--- src/rtl/dma_pkg.sv ---
package dma_pkg;
   typedef enum logic [1:0] {
      ST_IDLE = 2'd0,
      ST_REQ  = 2'd1,
      ST_REST = 2'd2,
      ST_IRQ  = 2'd3
   } dma_state_e;

   localparam logic [1:0] SEL_ADDR = 2'd0;
   localparam logic [1:0] SEL_CNT  = 2'd1;
   localparam logic [1:0] SEL_BUF  = 2'd2;
   localparam logic [1:0] SEL_CSR  = 2'd3;

   localparam int B_GO    = 0;
   localparam int B_BUSY  = 0;
   localparam int B_DIR   = 1;
   localparam int B_BURST = 2;
   localparam int B_DONE  = 3;
   localparam int B_ERR   = 4;
   localparam int CSR_MIN = 5;
endpackage

--- src/rtl/dma_seq.sv ---
module dma_seq
   import dma_pkg::*;
(
   input  logic       clk,
   input  logic       rst_n,
   input  logic       start,
   input  logic       cnt_zero,
   input  logic       cnt_last,
   input  logic       burst,
   input  logic       dmaa,
   input  logic       dev_ready,
   input  logic       dev_err,
   input  logic       inta,
   output dma_state_e state,
   output logic       xfer,
   output logic       finish,
   output logic       abort
);
   dma_state_e nxt;

   always_comb begin
      nxt   = state;
      xfer  = 1'b0;
      abort = 1'b0;
      unique case (state)
         ST_IDLE: begin
            if (start) nxt = cnt_zero ? ST_IRQ : ST_REQ;
         end
         ST_REQ: begin
            if (dev_err) begin
               abort = 1'b1;
               nxt   = ST_IRQ;
            end else if (dmaa && dev_ready) begin
               xfer = 1'b1;
               if (cnt_last)   nxt = ST_IRQ;
               else if (!burst) nxt = ST_REST;
            end else if (dmaa && !burst) begin
               nxt = ST_REST;
            end
         end
         ST_REST: begin
            if (dev_err) begin
               abort = 1'b1;
               nxt   = ST_IRQ;
            end else if (dev_ready) begin
               nxt = ST_REQ;
            end
         end
         ST_IRQ: begin
            if (inta) nxt = ST_IDLE;
         end
         default: nxt = ST_IDLE;
      endcase
   end

   assign finish = (nxt == ST_IRQ) && (state != ST_IRQ);

   always_ff @(posedge clk or negedge rst_n) begin
      if (!rst_n) state <= ST_IDLE;
      else        state <= nxt;
   end
endmodule

--- src/rtl/dma_regs.sv ---
module dma_regs
   import dma_pkg::*;
#(
   parameter int DW = 16,
   parameter int AW = 16,
   parameter int CW = 16
) (
   input  logic          clk,
   input  logic          rst_n,
   input  logic          wr_en,
   input  logic [1:0]    sel,
   input  logic [DW-1:0] wdata,
   input  logic          xfer,
   input  logic          finish,
   input  logic          abort,
   input  logic          busy,
   input  logic [DW-1:0] dev_word,
   input  logic [DW-1:0] mem_word,
   output logic [AW-1:0] addr_q,
   output logic [CW-1:0] cnt_q,
   output logic          dir_q,
   output logic          burst_q,
   output logic          done_q,
   output logic          err_q,
   output logic          start,
   output logic [DW-1:0] rdata
);
   localparam int APAD = DW - AW;
   localparam int CPAD = DW - CW;

   logic [DW-1:0] buf_q;
   logic [DW-1:0] addr_ext;
   logic [DW-1:0] cnt_ext;
   logic [DW-1:0] stat;

   assign start = wr_en && (sel == SEL_CSR) && wdata[B_GO];

   always_ff @(posedge clk or negedge rst_n) begin
      if (!rst_n) begin
         addr_q  <= '0;
         cnt_q   <= '0;
         buf_q   <= '0;
         dir_q   <= 1'b0;
         burst_q <= 1'b0;
         done_q  <= 1'b0;
         err_q   <= 1'b0;
      end else begin
         if (wr_en) begin
            unique case (sel)
               SEL_ADDR: addr_q <= wdata[AW-1:0];
               SEL_CNT:  cnt_q  <= wdata[CW-1:0];
               SEL_BUF:  buf_q  <= wdata;
               default: begin
                  dir_q   <= wdata[B_DIR];
                  burst_q <= wdata[B_BURST];
               end
            endcase
         end
         if (start) begin
            done_q <= 1'b0;
            err_q  <= 1'b0;
         end
         if (xfer) begin
            addr_q <= addr_q + 1'b1;
            cnt_q  <= cnt_q - 1'b1;
            buf_q  <= dir_q ? mem_word : dev_word;
         end
         if (finish) done_q <= 1'b1;
         if (abort)  err_q  <= 1'b1;
      end
   end

   generate
      if (APAD > 0) begin : g_apad
         assign addr_ext = {{APAD{1'b0}}, addr_q};
      end else begin : g_afull
         assign addr_ext = addr_q;
      end
      if (CPAD > 0) begin : g_cpad
         assign cnt_ext = {{CPAD{1'b0}}, cnt_q};
      end else begin : g_cfull
         assign cnt_ext = cnt_q;
      end
   endgenerate

   always_comb begin
      stat          = '0;
      stat[B_BUSY]  = busy;
      stat[B_DIR]   = dir_q;
      stat[B_BURST] = burst_q;
      stat[B_DONE]  = done_q;
      stat[B_ERR]   = err_q;
   end

   always_comb begin
      unique case (sel)
         SEL_ADDR: rdata = addr_ext;
         SEL_CNT:  rdata = cnt_ext;
         SEL_BUF:  rdata = buf_q;
         default:  rdata = stat;
      endcase
   end
endmodule

--- src/rtl/dma_engine.sv ---
module dma_engine
   import dma_pkg::*;
#(
   parameter int DW = 16,
   parameter int AW = 16,
   parameter int CW = 16
) (
   input  logic          clk,
   input  logic          rst_n,
   input  logic          reg_wr,
   input  logic [1:0]    reg_sel,
   input  logic [DW-1:0] reg_wdata,
   output logic [DW-1:0] reg_rdata,
   output logic          dmar,
   input  logic          dmaa,
   output logic          mem_en,
   output logic          mem_we,
   output logic [AW-1:0] mem_addr,
   output logic [DW-1:0] mem_wdata,
   input  logic [DW-1:0] mem_rdata,
   input  logic          dev_ready,
   input  logic          dev_err,
   input  logic [DW-1:0] dev_rdata,
   output logic [DW-1:0] dev_wdata,
   output logic          dev_strobe,
   output logic          intr,
   input  logic          inta
);
   generate
      if (DW < CSR_MIN) begin : g_bad_dw
         $error("dma_engine: DW too small for the status word");
      end
      if (AW < 1 || AW > DW) begin : g_bad_aw
         $error("dma_engine: AW must be 1..DW");
      end
      if (CW < 1 || CW > DW) begin : g_bad_cw
         $error("dma_engine: CW must be 1..DW");
      end
   endgenerate

   dma_state_e    state;
   logic          xfer, finish, abort, start, busy, wr_en;
   logic [AW-1:0] addr_q;
   logic [CW-1:0] cnt_q;
   logic          dir_q, burst_q, done_q, err_q;

   assign wr_en = reg_wr && (state == ST_IDLE);
   assign busy  = (state == ST_REQ) || (state == ST_REST);

   dma_seq u_seq (
      .clk       (clk),
      .rst_n     (rst_n),
      .start     (start),
      .cnt_zero  (cnt_q == '0),
      .cnt_last  (cnt_q == CW'(1)),
      .burst     (burst_q),
      .dmaa      (dmaa),
      .dev_ready (dev_ready),
      .dev_err   (dev_err),
      .inta      (inta),
      .state     (state),
      .xfer      (xfer),
      .finish    (finish),
      .abort     (abort)
   );

   dma_regs #(.DW(DW), .AW(AW), .CW(CW)) u_regs (
      .clk      (clk),
      .rst_n    (rst_n),
      .wr_en    (wr_en),
      .sel      (reg_sel),
      .wdata    (reg_wdata),
      .xfer     (xfer),
      .finish   (finish),
      .abort    (abort),
      .busy     (busy),
      .dev_word (dev_rdata),
      .mem_word (mem_rdata),
      .addr_q   (addr_q),
      .cnt_q    (cnt_q),
      .dir_q    (dir_q),
      .burst_q  (burst_q),
      .done_q   (done_q),
      .err_q    (err_q),
      .start    (start),
      .rdata    (reg_rdata)
   );

   assign dmar       = (state == ST_REQ);
   assign intr       = (state == ST_IRQ);
   assign mem_en     = xfer;
   assign mem_we     = xfer && !dir_q;
   assign mem_addr   = addr_q;
   assign mem_wdata  = dev_rdata;
   assign dev_wdata  = mem_rdata;
   assign dev_strobe = xfer;
endmodule

--- config.mk ---
export PLATFORM = sky130hd
export DESIGN_NAME = dma_engine
export DESIGN_NICKNAME = d
export VERILOG_FILES = /design/src/rtl/dma_pkg.sv /design/src/rtl/dma_seq.sv /design/src/rtl/dma_regs.sv /design/src/rtl/dma_engine.sv
export SDC_FILE = /design/constraint.sdc
export NUM_CORES = 1
export LEC_CHECK = 0
export ABC_CLOCK_PERIOD_IN_PS = 3600
export BUFFER_PORTS_ARGS = -buffer_cell sky130_fd_sc_hd__buf_2
export CORE_MARGIN = 4
export CORE_UTILIZATION = 58
export CTS_BUF_LIST = sky130_fd_sc_hd__clkbuf_2
export DETAILED_ROUTE_END_ITERATION = 7
export MAX_ROUTING_LAYER = met4
export PLACE_DENSITY = 0.89
export SLEW_MARGIN = 10
export SYNTH_ARGS = -nofsm -noshare
export SYNTH_HDL_FRONTEND = slang
export SYNTH_HIERARCHICAL = 1
export SYNTH_SLANG_ARGS = --single-unit
--- constraint.sdc ---
create_clock -name clk -period 3.6 [get_ports clk]
set_clock_uncertainty 0.15 [all_clocks]
set_input_delay 0.18 -clock clk [delete_from_list [all_inputs] [get_ports clk]]
set_output_delay 0.18 -clock clk [all_outputs]
set_load 0.02 [all_outputs]
======== Word level (Yosys, flattened, before mapping) ========
Index checks and enable logic that the tools add are counted.
word-level totals
  bits in registers ....................... 54
  word-level logic and storage cells ...... 75
  output and inout bits ................... 69
operators by class
  $add $sub $neg .......................... 2
  eq/ne operators ......................... 9
  mux-type cells .......................... 30
  reduce and logical (&&, ||, !) cells .... 25
  bitwise logic cells ..................... 1
operators by type and width
  kind                   count
  $mux 16                10
  $pmux 16 s3            1
  $mux 2                 10
  $add 16x1->16 const B  1
  $eq 16x1->1 const B    1
  $logic_not 16->1       1
  $sub 16x1->16 const B  1
  $reduce_bool 2->1      6
  $eq 2x2->1 const B     5
  $mux 1                 8
  $pmux 2 s4             1
  $reduce_and 2->1       4
  $logic_and 1x1->1      7
  $eq 2x1->1 const B     2
  $logic_not 2->1        2
  $reduce_or 3->1        1
  $logic_not 1->1        2
  $ne 2x2->1 const B     1
  $reduce_or 2->1        1
  $logic_or 1x1->1       1
  $not 1->1              1

======== Depth between registers and ports, before layout ========
  depth after elaboration ................. 9
  mapped depth ............................ 12
  gate-level depth less buffers ........... 11

======== By module ========
Netlist, hierarchy kept.
modules (own cells, without submodules)
  module      sequential area each (µm²)  cells each  area an instance (µm²)  times used
  dma_regs    1,301.2                     380         3,422.0                 1
  dma_engine  0.0                         47          361.6                   1
  dma_seq     50.0                        31          251.5                   1

======== Worst setup path before layout ========
Ideal clock, no wire load.
  path kind ............................... reg-to-reg
  start ................................... register u_seq.state[1]
  end ..................................... register u_regs.addr_q[4]
  setup time .............................. 0.123 ns
  cell stages (with the launch flop) ...... 8
  period minus slack after synthesis ...... 2.397 ns
  path buffers ............................ 2
  required time ........................... 3.327 ns
  setup slack ............................. 1.203 ns
  arrival ................................. 2.124 ns
  path through ............................ dfrtp_1 > inv_1 > ha_1 > and4b_1 > buf_6 > or4b_4 > buf_6 > o221a_1
between the ends
  word-level cells in the longest chain between the ends .. 4
  elaborated cells on any way between the ends .. 8
  those cells by class .................... eq/ne: 1; mux: 2; reduce/logical: 5
ends and longest elaborated chain
  what                         line              RTL
  start, declared              dma_seq.sv:14     output dma_state_e state,
  start signal, assigned       dma_seq.sv:60     else state <= nxt;
  $eq 2x1->1 (*)               dma_seq.sv:25     unique case (state)
  $mux 1 (*)                   dma_seq.sv:25
  named net dev_strobe         dma_engine.sv:25  output logic dev_strobe,
  $reduce_bool 2->1 (no line)  -
  $reduce_and 2->1 (no line)   -
  end signal, assigned         dma_regs.sv:50    SEL_ADDR: addr_q <= wdata[AW-1:0];
  end signal, assigned         dma_regs.sv:64    addr_q <= addr_q + 1'b1;
  end, declared                dma_regs.sv:19    output logic [AW-1:0] addr_q,
The timed path passes the listed nets; every way through them passes the cells marked *.
A chain may end at the register's enable or synchronous reset.

======== Worst setup path in the final report ========
  start ................................... register u_seq.state[1]
  end ..................................... register u_regs.buf_q[15]
between the ends
  word-level cells in the longest chain between the ends .. 4
  elaborated cells on any way between the ends .. 8
  those cells by class .................... eq/ne: 1; mux: 2; reduce/logical: 5
ends and longest elaborated chain
  what                                                  line                             RTL
  $eq 2x1->1 / $logic_not 2->1 (equally long branches)  dma_seq.sv:25, dma_engine.sv:47
  $mux 1 / $logic_and 1x1->1 (equally long branches)    dma_seq.sv:25, dma_engine.sv:47
  $reduce_bool 2->1 (no line)                           -
  $reduce_and 2->1 (no line)                            -
  end signal, assigned                                  dma_regs.sv:52                   SEL_BUF: buf_q <= wdata;
  end signal, assigned                                  dma_regs.sv:66                   buf_q <= dir_q ? mem_word : dev_word;
  end, declared                                         dma_regs.sv:31                   logic [DW-1:0] buf_q;
Several ways; a longest one is shown, not always the timed one.

==> impl_metrics.env <==
export IMPL_post_route_cells_drive_above_1_share_pct=29.0
export IMPL_cp_data_arrival_time_ps=3420
export IMPL_finalHoldWorstSlack_ps=12.7
export IMPL_num_rows=30
export IMPL_cap_violations=0
export IMPL_postSynth_topFlopCell="sky130_fd_sc_hd__dfrtp_1"
export IMPL_worstHoldStart="mem_rdata[14]"
export IMPL_synth_net_count=524
export IMPL_clock_sinks=54
export IMPL_min_delay_worst_endpoint="u_regs/buf_q[14]$_DFFE_PN0P_"
export IMPL_via_count_normalized_by_instance_count=6.32
export IMPL_postSynth_asyncResetShare_pct=100
export IMPL_start_util_pct=59.4
export IMPL_seq_area_frac_synth_pct=33.5
export IMPL_syn_area_per_cell_sq_um=8.81
export IMPL_postPlaceCellArea_sq_um=4440
export IMPL_drt_initial_drc_count=516
export IMPL_design_final_nets=638
export IMPL_drt_pre_antenna_iters=5
export IMPL_path_cells="inv_1 > ha_1 > and4b_2 > inv_2 > buf_4 > nor2_1 > a21oi_1 > dlygate4sd3_1 > o21ai_0"
export IMPL_vdd_ir_drop_worst_v=0.000459
export IMPL_synth_adder_area_share_pct=2.79
export IMPL_netlist_instances=458
export IMPL_layout_cells_most_common="sky130_fd_sc_hd__buf_2"
export IMPL_drc=0
export IMPL_core_area_sq_um=6790
export IMPL_setup_viol_count_final=0
export IMPL_synth_top_family_by_area="simple AND/OR/NAND/NOR gates"
export IMPL_die_height_um=91.4
export IMPL_ctsRootBufferMaster="sky130_fd_sc_hd__clkbuf_2"
export IMPL_num_antenna_cells=0
export IMPL_synthesis_area_sq_um=4040
export IMPL_antenna_found_initial=0
export IMPL_synthMuxAreaShare_pct=10.3
export IMPL_endpoint_kind="register"
export IMPL_htreeDepth=2
export IMPL_fin_tns_setup_ps=0
export IMPL_synth_distinct_cells=66
export IMPL_final_design_area_excluding_fillers_sq_um=4870
export IMPL_global_route_overflow_total=0
export IMPL_timing_final_hold_violations=0
export IMPL_wl_per_cell_um=19.3
export IMPL_synth_edff_count=0
export IMPL_min_period_over_period_pct=87.9
export IMPL_synth_warnings=6
export IMPL_synth_compound_gate_area_share_pct=20.4
export IMPL_highest_count_cells_in_the_layout_ignoring_fill_and_taps="125 x sky130_fd_sc_hd__buf_2, 54 x sky130_fd_sc_hd__dfrtp_1, 42 x sky130_fd_sc_hd__nand2_1, 40 x sky130_fd_sc_hd__o21ai_0, 39 x sky130_fd_sc_hd__a21oi_1"
export IMPL_drv_slew=0
export IMPL_grt_first_pass_wirelength_um=21100
export IMPL_clkLatencyLatePin_ps=450
export IMPL_power_per_cell_area_nw_per_um2=670
export IMPL_critPathKind="register to register"
export IMPL_globalRouteTotalUtil_pct=32.0
export IMPL_dp_hpwl_um=8740
export IMPL_min_path_cells=5
export IMPL_max_clock_path_buffers=2
export IMPL_leakage_dissipation_nw=2.23
export IMPL_rr_startpoint="u_seq/state[1]$_DFF_PN0_"
export IMPL_achievable_frequency_mhz=316
export IMPL_pre_cts_ws_ps=864
export IMPL_clk_pin_slew_ps=280
export IMPL_pin_count_of_the_biggest_net_entering_global_routing=46
export IMPL_placement_io_buffers=125
export IMPL_critPathLaunch="u_seq/state[1]$_DFF_PN0_"
export IMPL_worstHoldPathType="input pin to register"
export IMPL_crit_path_max_fanout=45
export IMPL_top_level_ports=126
export IMPL_syn2layout_area_growth_pct=20.8
export IMPL_synth_simple_area_share_pct=21.6
export IMPL_postCtsResizedCells=0
export IMPL_floorplan_die_area_sq_um=8360
export IMPL_place_gp_congestion=0.920
export IMPL_ys_seq_elements=54
export IMPL_r2r_worst_path_cells=9
export IMPL_maxSlewHeadroom_pct=27.0
export IMPL_cpMaxStageDelayCell="sky130_fd_sc_hd__and4b_2"
export IMPL_drtAntennaViolNets=0
export IMPL_post_synth_xor_area_fraction_pct=0.434
export IMPL_setup_ws_ps=435
export IMPL_tritoncts="built"
export IMPL_post_route_min_period_ps=3160
export IMPL_worst_r2r_endpoint="u_regs/buf_q[15]$_DFFE_PN0P_"
export IMPL_rsz0062_at_grt="false"
export IMPL_horizontal_extent_of_the_die_um=91.4
export IMPL_cp_start_kind="register"
export IMPL_worst_endpoint_required_ps=3850
export IMPL_run_status="complete, no violations"
export IMPL_dr_total_vias=4225
export IMPL_worst_r2r_setup_slack_ps=440
export IMPL_worstMarginPinSlew_ps=1100
export IMPL_grt_pass1_vias=4172
export IMPL_routed_wl_um=12900
export IMPL_cpPeakStageDelay_ps=670
export IMPL_postLayoutCoreUtil_pct=71.7
export IMPL_cts_buffers_inserted=5
## worst max-delay path by stage
stage	to	cells after the start	slack (ps)
6_report	u_regs/buf_q[15]$_DFFE_PN0P_	9	440
5_1_grt	u_regs/buf_q[15]$_DFFE_PN0P_	9	330
4_1_cts	u_regs/buf_q[15]$_DFFE_PN0P_	9	590
3_5_place_dp	u_regs/addr_q[12]$_DFFE_PN0P_	7	860
3_3_place_gp	u_regs/cnt_q[7]$_DFFE_PN0P_	7	940
2_1_floorplan	u_regs/addr_q[4]$_DFFE_PN0P_	7	1200
## cell type report
cell class,count,area (sq um)
fillers,515,1920
well taps,96,120
inverters,14,52.6
clock buffers,6,30.0
flip-flops and latches,54,1350
repair buffers,167,1030
clock inverters,2,37.5
multi-input cells,330,2250
## synth_stat cells, drive strengths merged (2+ instances only)
library cell	n	area share (%)
a211oi	5	0.93
a21o	3	0.56
a21oi	40	5.1
a221oi	2	0.43
a22oi	2	0.37
a311oi	4	0.87
a31o	3	0.65
a31oi	5	0.78
a41oi	2	0.43
and2	3	0.47
and3	10	1.6
and4	5	1.1
buf	50	8.7
clkbuf	10	0.93
dfrtp	54	33
ha	9	2.8
inv	14	1.3
mux2	2	0.56
mux2i	28	6.9
mux4	5	2.8
nand2	42	3.9
nand2b	3	0.47
nand3	8	0.99
nand4	13	2.0
nor2	34	3.5
nor2b	3	0.47
nor3	10	1.5
nor3b	3	0.84
nor4	6	1.3
o21a	4	0.74
o21ai	40	5.0
o221a	8	2.2
o31ai	2	0.50
or3	3	0.47
or4	4	0.84
or4b	3	0.93
xor2	2	0.43
## metal layers
| layer | global-route usage [%] | up-vias | wire length [um] |
|---|---|---|---|
| li1 | - | 1897 | - |
| met1 | 41.2 | 2001 | 4870 |
| met2 | 52.0 | 289 | 6520 |
| met3 | 4.14 | 38 | 1200 |
| met4 | 10.9 | 0 | 318 |
| met5 | - | - | 0 |
## timing repair
action,CTS,global route
hold buffers,37,0
endpoints found under the hold margin,68,0
setup buffers,0,0
## per-stage QoR
stage / power, mW / instances
2_1_floorplan: 2.33 / 458
3_3_place_gp: 2.78 / 624
3_5_place_dp: 2.84 / 624
4_1_cts: 3.21 / 669
5_1_grt: 3.48 / 669
6_report: 3.27 / 669
## state kept, by name, summed over array words and instances (netlist names)
signal / cells
u_regs/err_q: 1
u_regs/done_q: 1
u_regs/cnt_q: 16
u_regs/dir_q: 1
u_regs/addr_q: 16
u_regs/buf_q: 16
u_seq/state: 2
u_regs/burst_q: 1
## where the power goes
group	leakage, nW	switching (mW)	internal (mW)
Sequential	0.620	0.471	0.875
Clock	0.0392	0.199	0.120
Combinational	1.57	0.905	0.698
## critical path: cells and delay by family, from the launching register on
kind	cells	cell delay (ps)
buffers and inverters	4	1150
and+or+nand+nor	2	850
DFF	1	520
AOI/OAI and AO/OA	2	210
adders and majority gates	1	210
## cell families after synthesis
logic type               Yosys count
AND/OR/NAND/NOR                  156
AO/OA/AOI/OAI                    128
buffers and inverters             74
flip-flops                        54
multiplexers                      35
adder cells (fa/ha/maj)            9
XOR/XNOR                           2
(Power assumes the default switching activity.)
